### config.mk
export PLATFORM = sky130hd
export DESIGN_NAME = rst_funnel_ctrl
export DESIGN_NICKNAME = d
export VERILOG_FILES = /design/src/rtl/rst_funnel_pkg.sv /design/src/rtl/rst_prio_pick.sv /design/src/rtl/rst_seq_fsm.sv /design/src/rtl/rst_flag_reg.sv /design/src/rtl/rst_funnel_ctrl.sv
export SDC_FILE = /design/constraint.sdc
export NUM_CORES = 1
export LEC_CHECK = 0
export BUFFER_PORTS_ARGS = -buffer_cell sky130_fd_sc_hd__buf_2
export CORE_ASPECT_RATIO = 1.25
export CORE_MARGIN = 2
export CORE_UTILIZATION = 45
export DETAILED_ROUTE_END_ITERATION = 8
export MAX_ROUTING_LAYER = met4
export PLACE_DENSITY = 0.73
export SLEW_MARGIN = 20
export SYNTH_ARGS = -nofsm -noshare
export SYNTH_HDL_FRONTEND = slang
export SYNTH_SLANG_ARGS = --single-unit
export TNS_END_PERCENT = 100
### constraint.sdc
create_clock -name clk -period 5.2 [get_ports clk]
set_input_delay 1.04 -clock clk [delete_from_list [all_inputs] [get_ports clk]]
set_output_delay 1.04 -clock clk [all_outputs]
set_load 0.02 [all_outputs]
### src/rtl/rst_funnel_pkg.sv
package rst_funnel_pkg;
  localparam int FLAG_W  = 8;
  localparam int POR_BIT = 1;

  typedef enum logic [1:0] {
    ST_RUN  = 2'd0,
    ST_POR  = 2'd1,
    ST_HOLD = 2'd2,
    ST_REL  = 2'd3
  } seq_st_t;

  localparam logic [FLAG_W-1:0] POR_FLAGS = FLAG_W'(1) << POR_BIT;
endpackage

### src/rtl/rst_prio_pick.sv
module rst_prio_pick #(
  parameter int W = 8
) (
  input  logic [W-1:0] req,
  output logic [W-1:0] pick,
  output logic         any
);
  // lowest set bit wins
  always_comb begin
    pick = '0;
    for (int i = W - 1; i >= 0; i--) begin
      if (req[i]) begin
        pick    = '0;
        pick[i] = 1'b1;
      end
    end
  end

  assign any = |req;
endmodule

### src/rtl/rst_seq_fsm.sv
module rst_seq_fsm
  import rst_funnel_pkg::*;
#(
  parameter int POR_CYCLES  = 1024,
  parameter int HOLD_CYCLES = 8
) (
  input  logic    clk,
  input  logic    por_evt,
  input  logic    any_req,
  input  logic    mon_en,
  output seq_st_t state,
  output logic    sys_rst,
  output logic    pin_drive
);
  localparam int MAXC  = (POR_CYCLES > HOLD_CYCLES) ? POR_CYCLES : HOLD_CYCLES;
  localparam int CNT_W = $clog2(MAXC + 1);
  localparam logic [CNT_W-1:0] POR_LAST  = CNT_W'(POR_CYCLES - 1);
  localparam logic [CNT_W-1:0] HOLD_LAST = CNT_W'(HOLD_CYCLES - 1);

  seq_st_t          state_n;
  logic [CNT_W-1:0] cnt, cnt_n;

  always_comb begin
    state_n = state;
    cnt_n   = cnt;
    unique case (state)
      ST_RUN: begin
        if (any_req) begin
          state_n = mon_en ? ST_HOLD : ST_POR;
          cnt_n   = '0;
        end
      end
      ST_POR: begin
        if (cnt == POR_LAST) state_n = ST_REL;
        else                 cnt_n   = cnt + 1'b1;
      end
      ST_HOLD: begin
        if (any_req)              cnt_n   = '0;
        else if (cnt == HOLD_LAST) state_n = ST_REL;
        else                       cnt_n   = cnt + 1'b1;
      end
      ST_REL: begin
        if (any_req) begin
          state_n = ST_HOLD;
          cnt_n   = '0;
        end else begin
          state_n = ST_RUN;
        end
      end
      default: state_n = ST_POR;
    endcase
  end

  always_ff @(posedge clk) begin
    if (por_evt) begin
      state     <= ST_POR;
      cnt       <= '0;
      sys_rst   <= 1'b1;
      pin_drive <= 1'b1;
    end else begin
      state     <= state_n;
      cnt       <= cnt_n;
      sys_rst   <= (state_n != ST_RUN);
      pin_drive <= (state_n != ST_RUN);
    end
  end
endmodule

### src/rtl/rst_flag_reg.sv
module rst_flag_reg
  import rst_funnel_pkg::*;
(
  input  logic              clk,
  input  logic              por_evt,
  input  seq_st_t           state,
  input  logic              any_req,
  input  logic [FLAG_W-1:0] pick,
  input  logic              pmu_wr,
  input  logic              pmu_mon_dis,
  output logic [FLAG_W-1:0] flags,
  output logic              mon_en
);
  logic running;
  assign running = (state == ST_RUN);

  always_ff @(posedge clk) begin
    if (por_evt) begin
      flags  <= POR_FLAGS;
      mon_en <= 1'b1;
    end else if (running && any_req) begin
      if (mon_en) begin
        flags <= pick;
      end else begin
        flags  <= POR_FLAGS;
        mon_en <= 1'b1;
      end
    end else if (running && pmu_wr) begin
      mon_en <= ~pmu_mon_dis;
    end
  end
endmodule

### src/rtl/rst_funnel_ctrl.sv
module rst_funnel_ctrl
  import rst_funnel_pkg::*;
#(
  parameter int POR_CYCLES  = 1024,
  parameter int HOLD_CYCLES = 8
) (
  input  logic       clk,
  input  logic       por_evt,
  input  logic       pin_req,
  input  logic       mclk_miss,
  input  logic       wdt_expire,
  input  logic       cmp_trip,
  input  logic       rtc_alarm,
  input  logic       sw_req,
  input  logic       flash_fault,
  input  logic       pmu_wr,
  input  logic       pmu_mon_dis,
  output logic       sys_rst,
  output logic       pin_drive_low,
  output logic [7:0] rst_flags,
  output logic       mon_en
);
  logic [FLAG_W-1:0] req_pos, pick;
  logic              any_req;
  seq_st_t           state;

  // requests placed at their flag positions; the power-on slot stays empty
  assign req_pos = {flash_fault, sw_req, rtc_alarm, cmp_trip,
                    wdt_expire, mclk_miss, 1'b0, pin_req};

  rst_prio_pick #(.W(FLAG_W)) u_pick (
    .req  (req_pos),
    .pick (pick),
    .any  (any_req)
  );

  rst_seq_fsm #(.POR_CYCLES(POR_CYCLES), .HOLD_CYCLES(HOLD_CYCLES)) u_seq (
    .clk       (clk),
    .por_evt   (por_evt),
    .any_req   (any_req),
    .mon_en    (mon_en),
    .state     (state),
    .sys_rst   (sys_rst),
    .pin_drive (pin_drive_low)
  );

  rst_flag_reg u_flags (
    .clk         (clk),
    .por_evt     (por_evt),
    .state       (state),
    .any_req     (any_req),
    .pick        (pick),
    .pmu_wr      (pmu_wr),
    .pmu_mon_dis (pmu_mon_dis),
    .flags       (rst_flags),
    .mon_en      (mon_en)
  );
endmodule

==> results of run 1 <==
## where the power goes
| part | total [mW] | switching [mW] | leakage, nW | internal (mW) |
|---|---|---|---|---|
| Clock | 0.0837 | 0.0549 | 0.0177 | 0.0288 |
| Combinational | 0.0184 | 0.0114 | 0.322 | 0.00701 |
| Sequential | 0.180 | 0.00196 | 0.186 | 0.178 |
| Total | 0.282 | 0.0683 | 0.525 | 0.214 |
## metrics by stage
step	cells	power [mW]	hold WS [ns]	instance area (µm²)
final	205	0.2822	0.4544	1429
after detailed placement	201	0.2024	0.4435	1401
after CTS	205	0.2864	0.4613	1429
after global routing	205	0.2959	0.4894	1429
after global placement	201	0.2017	0.4368	1401
after floorplan	153	0.1931	0.4559	1290
## flip-flops by register name (all words and copies together), names as in the netlist
name and count:
u_flags.flags 8, u_flags.mon_en 1, u_seq.cnt 11, u_seq.state 2, u_seq.sys_rst 1
## cell families after synthesis
kind of cell | count (synthesis) | share of synthesized area [%]
AND/OR/NAND/NOR | 69 | 31.04
AO/OA/AOI/OAI | 39 | 21.34
flip-flops | 23 | 35.69
buffers and inverters | 15 | 5.141
adder cells (fa/ha/maj) | 5 | 4.850
multiplexers | 2 | 1.940
## worst min-delay path by stage
stage | endpoint | startpoint | slack (ns)
2_1_floorplan | u_seq.cnt[6]$_SDFFE_PP0P_ | u_seq.cnt[6]$_SDFFE_PP0P_ | 0.46
3_3_place_gp | u_flags.flags[2]$_SDFFE_PP0P_ | u_flags.flags[2]$_SDFFE_PP0P_ | 0.44
3_5_place_dp | u_flags.flags[5]$_SDFFE_PP0P_ | u_flags.flags[5]$_SDFFE_PP0P_ | 0.44
4_1_cts | u_flags.flags[5]$_SDFFE_PP0P_ | u_flags.flags[5]$_SDFFE_PP0P_ | 0.46
5_1_grt | u_flags.flags[3]$_SDFFE_PP0P_ | u_flags.flags[3]$_SDFFE_PP0P_ | 0.49
6_report | u_flags.flags[5]$_SDFFE_PP0P_ | u_flags.flags[5]$_SDFFE_PP0P_ | 0.45
## final cells by class
| class | instances | area share (%) |
|---|---|---|
| well taps | 34 | 2.977 |
| multi-input cells | 115 | 53.42 |
| clock buffers | 3 | 1.576 |
| repair buffers | 21 | 7.356 |
| flip-flops and latches | 23 | 32.22 |
| clock inverters | 1 | 0.3503 |
| inverters | 8 | 2.102 |
## Yosys cell counts (2+ instances only)
cell | n | area (µm²)
dfxtp_1 | 23 | 460.4
a21oi_1 | 17 | 85.08
nand2_1 | 15 | 56.30
nand3_1 | 10 | 50.05
inv_1 | 8 | 30.03
or4_1 | 7 | 52.55
nand4_1 | 6 | 37.54
ha_1 | 5 | 62.56
nor2_1 | 5 | 18.77
nor3_1 | 5 | 25.02
nor4_1 | 5 | 31.28
o21ai_0 | 5 | 25.02
o31ai_1 | 5 | 37.54
nand2b_1 | 4 | 25.02
a21o_1 | 3 | 22.52
or3_1 | 3 | 18.77
buf_2 | 2 | 10.01
clkbuf_1 | 2 | 7.510
## worst register-to-register path: stages (launching register included)
cell and delay (ns):
dfxtp_1 0.40, ha_1 0.26, nand3b_1 0.20, nor4_1 0.57, or2_0 0.48, nor4_1 0.11, o21a_1 0.19
## per-layer routing
layer | share of wire, % | track usage (%) | vias up | wire length, µm
met1 | 42 | 21.41 | 579 | 1213
met4 | 2.0 | 8.882 | 0 | 57
met2 | 53 | 35.76 | 24 | 1504
met3 | 2.9 | 3.271 | 7 | 83
li1 | - | - | 611 | -
met5 | 0 | - | - | 0
==> flow_metrics.py, run 1 <==
metrics = {
    "outcome": {
        "status": "completed",
    },
    "synthesis": {
        "yosysUniqueCellTypes": 41,
        "synth_cells": 153,
        "synth-edff-count": 0,
        "yosysSeqAreaShare_pct": 35.69,
        "async_reset_ff_share_pct": 0,
        "ys.flop_type": "dfxtp_1",
        "syn_area_um2": 1290,
        "syn_nets": 169,
        "yosys_warnings": 0,
        "syn_area_per_cell_um2": 8.431,
        "ys_ff_latch": 23,
    },
    "cells_and_area": {
        "fin_nets": 188,
        "final_common_cell": "dfxtp_1",
        "multi_input_area_um2": 763.2,
        "fin_util_pct": 52.80,
        "nFillCells": 259,
        "diodes": 0,
        "regArea_um2": 460.4,
        "drive_gt1_share_pct": 18.71,
        "final_cell_mix": "dfxtp_1 (23), buf_2 (21), a21oi_1 (17)",
        "syn_to_final_growth_pct": 10.77,
    },
    "floorplan": {
        "pin_count": 22,
        "rows": 21,
        "fp.dieW_um": 51.89,
        "start_util_pct": 47.67,
        "core-area_um2": 2706,
        "die_area_um2": 3314,
        "die_height_um": 63.86,
    },
    "place": {
        "portBuffers": 21,
        "place_ws_ns": 2.199,
        "gp_congestion": 0.9212,
        "dp_hpwl_um": 2181,
    },
    "clocking": {
        "clkTransAtPathRegs_ns": 0.14,
        "cts_max_path_buffers": 2,
        "cts_buffers": 3,
        "worstSkewPairLatency_ns": 0.32,
        "ctsHoldBuffers": 0,
        "cts.sinks": 23,
        "cts_repair_resize_count": 0,
        "cts_tree": "yes",
        "clk_root_buffer_cell": "clkbuf_4",
        "post_cts_buffers": 0,
        "cts_htree_levels": 1,
    },
    "route": {
        "vias_per_cell": 5.956,
        "drc": 0,
        "wl_um": 2858,
        "vias": 1221,
        "drtPass1Iterations": 4,
        "drt.antenna.violating_nets": 0,
        "drt-initial-drc-count": 34,
        "post_drt_wl_per_cell_um": 13.94,
    },
    "critical_path": {
        "path_cells": "buf_2 > nor4_1 > nand2_1 > nor4_4 > o21ai_0 > a21oi_1",
        "rrSetupSlack_ns": 2.88,
        "critical_path.max_stage_delay_ns": 0.76,
        "r2r_start": "u_seq.cnt[0]$_SDFFE_PP0P_",
        "start_kind": "input port",
        "required_ns": 5.46,
        "worst-path-stages": 6,
        "cp.buffers_inverters": 1,
        "setup.worst_path.start": "pin_req",
        "critical_path.top_delay_family": "simple AND/OR/NAND/NOR gates",
        "crit_fanout": 18,
        "crit_path_end": "u_seq.cnt[3]$_SDFFE_PP0P_",
        "critPathCaptureType": "flip-flop",
        "crit_slowest_cell": "nor4_4",
        "r2r_cells": 6,
        "r2r-end": "u_seq.cnt[8]$_SDFFE_PP0P_",
        "arrival_ns": 2.98,
        "crit_type": "in -> reg",
    },
    "sta": {
        "fin_ws_ns": 2.478,
        "setup_tns_ns": 0,
        "maxSlewViolCount": 0,
        "layout_worst_path_cycle_share_pct": 52.34,
        "worst_slew_pin_slew_ns": 0.7516,
        "finClkSkew_ns": 0.01431,
        "hold_viol": 0,
        "fin_crit_ns": 2.722,
        "rsz0062_at_grt": "no",
        "setup_viol": 0,
        "max_slew_margin_pct": 49.52,
        "max_clock_freq_mhz": 367.4,
    },
    "job": {
        "maxCapViolCount": 0,
    },
    "global_routing": {
        "grt_pass1_vias": 1197,
        "grt_antenna_before_repair": 0,
        "grt_max_degree": 19,
        "overflow": 0,
        "grt_first_pass_wirelength_um": 5009,
        "track_usage_pct": 20.19,
    },
    "power": {
        "irDropWorstVdd_uv": 128.7,
        "leakage_nw": 0.5254,
        "power_density_nw_per_um2": 197.5,
    },
    "hold_path": {
        "hold_class": "reg -> reg",
        "min_path_cells": 2,
    },
}
Power figures use the tool's default switching activity.
==> run 2, diff against run 1 <==
- PLACE_DENSITY: 0.73 -> 0.76
- clock period: 5.2 -> 2.37 ns (I/O delays scaled with it)
==> flow_metrics.py, run 2 (synthesized netlist as in run 1, its figures left out) <==
metrics = {
    "outcome": {
        "status": "completed",
    },
    "cells_and_area": {
        "regArea_um2": 460.4,
        "largest_reg_flops": 11,
        "diodes": 0,
        "top_register": "u_seq.cnt",
        "fin_util_pct": 54.14,
        "largestRegisters": "u_seq.cnt: 11 flops, u_flags.flags: 8 flops, u_seq.state: 2 flops",
        "drive_gt1_share_pct": 20.45,
        "multi_input_area_um2": 763.2,
        "instances_no_fill": 210,
        "fin_nets": 193,
        "final_cell_mix": "dfxtp_1 (23), buf_2 (21), a21oi_1 (17)",
        "syn_to_final_growth_pct": 13.58,
        "final_common_cell": "dfxtp_1",
        "nFillCells": 263,
    },
    "global_routing": {
        "grt_first_pass_wirelength_um": 5126,
        "grt_max_degree": 19,
        "track_usage_pct": 20.49,
        "grt_antenna_before_repair": 0,
        "grt_pass1_vias": 1184,
        "overflow": 0,
    },
    "floorplan": {
        "die_area_um2": 3314,
        "pin_count": 22,
        "start_util_pct": 47.67,
        "fp.dieW_um": 51.89,
        "rows": 21,
        "core-area_um2": 2706,
        "die_height_um": 63.86,
    },
    "clocking": {
        "cts_tree": "yes",
        "cts_max_path_buffers": 2,
        "clkTransAtPathRegs_ns": 0.12,
        "post_cts_buffers": 0,
        "cts_buffers": 3,
        "ctsHoldBuffers": 0,
        "cts_repair_resize_count": 0,
        "cts_htree_levels": 1,
        "cts.sinks": 23,
        "clk_root_buffer_cell": "clkbuf_4",
        "worstSkewPairLatency_ns": 0.31,
    },
    "critical_path": {
        "critPathCaptureType": "flip-flop",
        "arrival_ns": 2.41,
        "required_ns": 2.62,
        "start_kind": "flip-flop",
        "crit_fanout": 5,
        "crit_type": "reg -> reg",
    },
    "power": {
        "clkPwrFrac_pct": 29.1,
        "p_switching_mw": 0.1437,
        "power_density_nw_per_um2": 420.5,
        "leakage_nw": 0.5485,
        "p_seq_share_pct": 64.2,
        "p_total_mw": 0.6161,
        "intPower_mw": 0.4724,
        "netSwitchingFraction_pct": 23.33,
        "power_frac_comb_pct": 6.7,
        "irDropWorstVdd_uv": 290.8,
    },
    "route": {
        "drc": 0,
        "wl_um": 2911,
        "drtPass1Iterations": 4,
        "drt.antenna.violating_nets": 0,
        "vias": 1265,
        "vias_per_cell": 6.024,
        "post_drt_wl_per_cell_um": 13.86,
        "drt-initial-drc-count": 40,
    },
    "place": {
        "gp_congestion": 0.8214,
        "place_ws_ns": 0.1560,
        "dp.cells": 206,
        "portBuffers": 21,
        "dp_hpwl_um": 2290,
    },
    "sta": {
        "setup_tns_ns": 0,
        "fin_ws_ns": 0.2108,
        "max_slew_margin_pct": 59.05,
        "max_clock_freq_mhz": 463.1,
        "hold_viol": 0,
        "maxSlewViolCount": 0,
        "worst_slew_pin_slew_ns": 0.6086,
        "fin_crit_ns": 2.159,
        "finClkSkew_ns": 0.005114,
        "layout_worst_path_cycle_share_pct": 91.10,
        "rsz0062_at_grt": "no",
        "setup_viol": 0,
    },
    "job": {
        "maxCapViolCount": 0,
    },
    "hold_path": {
        "hold_class": "in -> reg",
    },
}
-- run 2: per-stage QoR --
step,hold WS (ns),instance area (µm²)
final,0.4486,1465
after global routing,0.4524,1465
after CTS,0.4409,1465
after detailed placement,0.4437,1439
after global placement,0.4378,1439
after floorplan,0.4559,1290
-- run 2: layer usage --
layer / vias to the layer above / global-route usage [%] / share of wire, %
li1: 619 / - / -
met1: 594 / 23.79 / 39
met2: 41 / 34.02 / 54
met3: 11 / 2.570 / 4.1
met4: 0 / 10.20 / 3.0
met5: - / - / 0
-- run 2: final timing paths --
check                                      from                            end  slack [ns]  cells after the start
setup / recovery      u_seq.state[1]$_SDFF_PP0_     u_seq.cnt[10]$_SDFFE_PP0P_        0.21                      5
hold / removal                         cmp_trip  u_flags.flags[4]$_SDFFE_PP0P_        0.45                      3
setup reg to reg      u_seq.state[1]$_SDFF_PP0_     u_seq.cnt[10]$_SDFFE_PP0P_        0.21                      5
hold reg to reg   u_flags.flags[3]$_SDFFE_PP0P_  u_flags.flags[3]$_SDFFE_PP0P_        0.46                      2
-- run 2: final cells by class --
| class | instances | share of cell area (%) |
|---|---|---|
| sequential | 23 | 31.43 |
| clock buffer | 4 | 1.793 |
| multi-input combinational | 115 | 52.09 |
| inverter | 8 | 2.050 |
| timing repair buffer | 26 | 9.735 |
| tap | 34 | 2.903 |
-- run 2: critical path: stages (launching register included) --
cell	delay (ns)
dfxtp_1	0.42
ha_1	0.26
or4b_1	0.57
or4_1	0.50
a31o_1	0.24
a21oi_1	0.12
-- run 2: power groups by stage --
stage / sequential, mW / clock [mW] / combinational (mW)
after CTS: 0.395 / 0.186 / 0.0415
after detailed placement: 0.404 / 0 / 0.0414
after global routing: 0.397 / 0.207 / 0.0466
after floorplan: 0.402 / 0 / 0.0211
final: 0.395 / 0.179 / 0.0414
after global placement: 0.403 / 0 / 0.0398
==> run 3, diff against run 2 <==
- CORE_MARGIN: 2 -> default
- SETUP_SLACK_MARGIN: default -> 0.4
==> flow_metrics.py, run 3 (synthesized netlist as in run 1, its figures left out) <==
metrics = {
    "route": {
        "post_drt_wl_per_cell_um": 15.06,
        "vias_per_cell": 6.079,
        "drt.antenna.violating_nets": 0,
        "drtPass1Iterations": 4,
        "wl_um": 3252,
        "drc": 0,
        "vias": 1313,
        "drt-initial-drc-count": 29,
    },
    "floorplan": {
        "die_height_um": 61.86,
        "die_area_um2": 3086,
        "pin_count": 22,
        "rows": 21,
        "core-area_um2": 2706,
        "start_util_pct": 47.67,
        "fp.dieW_um": 49.89,
    },
    "cells_and_area": {
        "fin_nets": 199,
        "syn_to_final_growth_pct": 22.02,
        "final_cell_mix": "buf_2 (21), dfxtp_1 (21), a21oi_1 (16)",
        "nFillCells": 235,
        "fin_util_pct": 58.16,
        "largestRegisters": "u_seq.cnt: 11 flops, u_flags.flags: 8 flops, u_seq.state: 2 flops",
        "drive_gt1_share_pct": 30.77,
        "top_register": "u_seq.cnt",
        "final_area_um2": 1574,
        "largest_reg_flops": 11,
        "diodes": 0,
    },
    "critical_path": {
        "path_cells": "inv_2 > ha_4 > or4b_4 > or4_4 > a31o_1 > a21oi_1",
        "arrival_ns": 2.26,
        "crit_fanout": 3,
        "required_ns": 2.65,
        "start_kind": "flip-flop",
        "critical_path.top_delay_family": "simple AND/OR/NAND/NOR gates",
        "crit_type": "reg -> reg",
        "critical_path.max_stage_delay_ns": 0.56,
        "cp.buffers_inverters": 1,
        "crit_slowest_cell": "or4_4",
        "critPathCaptureType": "flip-flop",
    },
    "sta": {
        "rsz0062_at_grt": "yes",
        "max_slew_margin_pct": 62.13,
        "hold_viol": 0,
        "maxSlewViolCount": 0,
        "finClkSkew_ns": 0.01352,
        "setup_viol": 0,
        "layout_worst_path_cycle_share_pct": 83.78,
        "worst_slew_pin_slew_ns": 0.5681,
        "fin_crit_ns": 1.986,
        "fin_ws_ns": 0.3843,
        "setup_tns_ns": 0,
        "max_clock_freq_mhz": 503.6,
    },
    "global_routing": {
        "grt_busiest_layer": "met2",
        "grt_first_pass_wirelength_um": 5023,
        "grt_pass1_vias": 1207,
        "track_usage_pct": 22.22,
        "grt_use_met2_pct": 42.28,
        "grt_antenna_before_repair": 0,
        "use_met3_pct": 2.920,
        "overflow": 0,
        "use_met1_pct": 22.04,
        "grt_max_degree": 19,
    },
    "clocking": {
        "cts_tree": "yes",
        "cts_max_path_buffers": 2,
        "clk_root_buffer_cell": "clkbuf_4",
        "cts_htree_levels": 1,
        "clkTransAtPathRegs_ns": 0.14,
        "cts.sinks": 23,
        "cts_buffers": 3,
        "worstSkewPairLatency_ns": 0.33,
    },
    "power": {
        "power_density_nw_per_um2": 400.5,
        "clkPwrFrac_pct": 30.6,
        "p_total_mw": 0.6303,
        "power_frac_comb_pct": 6.9,
        "p_switching_mw": 0.1605,
        "intPower_mw": 0.4699,
        "irDropWorstVdd_uv": 212.5,
        "p_seq_share_pct": 62.5,
        "netSwitchingFraction_pct": 25.46,
        "leakage_nw": 0.5830,
    },
    "place": {
        "place_ws_ns": 0.2696,
        "gp_congestion": 0.9568,
        "placed_area_um2": 1453,
        "portBuffers": 21,
        "dp_hpwl_um": 2212,
    },
    "job": {
        "maxCapViolCount": 0,
    },
    "outcome": {
        "status": "completed",
    },
    "hold_path": {
        "hold_class": "in -> reg",
    },
}
-- run 3: final timing paths --
| check | depth (start not counted) | slack [ns] | start | end |
|---|---|---|---|---|
| setup reg to reg | 6 | 0.38 | u_seq.state[0]$_SDFF_PP1_ | u_seq.cnt[10]$_SDFFE_PP0P_ |
| setup / recovery | 6 | 0.38 | u_seq.state[0]$_SDFF_PP1_ | u_seq.cnt[10]$_SDFFE_PP0P_ |
| hold / removal | 3 | 0.44 | wdt_expire | u_flags.flags[3]$_SDFFE_PP0P_ |
| hold reg to reg | 2 | 0.46 | u_flags.flags[2]$_SDFFE_PP0P_ | u_flags.flags[2]$_SDFFE_PP0P_ |
-- run 3: power groups by stage --
| stage | combinational (mW) | clock, mW | sequential (mW) |
|---|---|---|---|
| 2_1_floorplan | 0.0213 | 0 | 0.402 |
| 3_3_place_gp | 0.0406 | 0 | 0.403 |
| 3_5_place_dp | 0.0414 | 0 | 0.404 |
| 4_1_cts | 0.0422 | 0.199 | 0.395 |
| 5_1_grt | 0.0482 | 0.214 | 0.395 |
| 6_report | 0.0433 | 0.193 | 0.394 |
-- run 3: layout make-up --
class	instances	area [µm²]	area share [%]
Clock inverter	1	5.005	0.3180
Timing Repair Buffer	32	195.2	12.40
Inverter	8	30.03	1.908
Sequential cell	23	465.4	29.57
Tap cell	34	42.54	2.703
Multi-Input combinational cell	115	813.3	51.67
Clock buffer	3	22.52	1.431
-- run 3: worst register-to-register path, cell delays in order (launching register included) --
cell	delay, ns
dfxtp_2	0.37
inv_2	0.08
ha_4	0.13
or4b_4	0.48
or4_4	0.56
a31o_1	0.19
a21oi_1	0.12
-- run 3: stage by stage --
stage / std cells / hold slack (ns)
6_report: 216 / 0.4411
5_1_grt: 216 / 0.4491
4_1_cts: 212 / 0.4299
3_5_place_dp: 206 / 0.4461
3_3_place_gp: 206 / 0.4357
2_1_floorplan: 153 / 0.4559
-- run 3: routing by layer --
layer	vias up	wire length [µm]
li1	633	-
met1	618	1242
met2	49	1733
met3	13	160
met4	0	116
met5	-	0
-- run 3: repair_timing --
item                       4_1_cts  5_1_grt
pin swaps                        0        5
setup buffers                    2        3
cloned                           0        1
hold buffers                     0        0
setup endpoints to repair       13       13
resized for setup                2       13
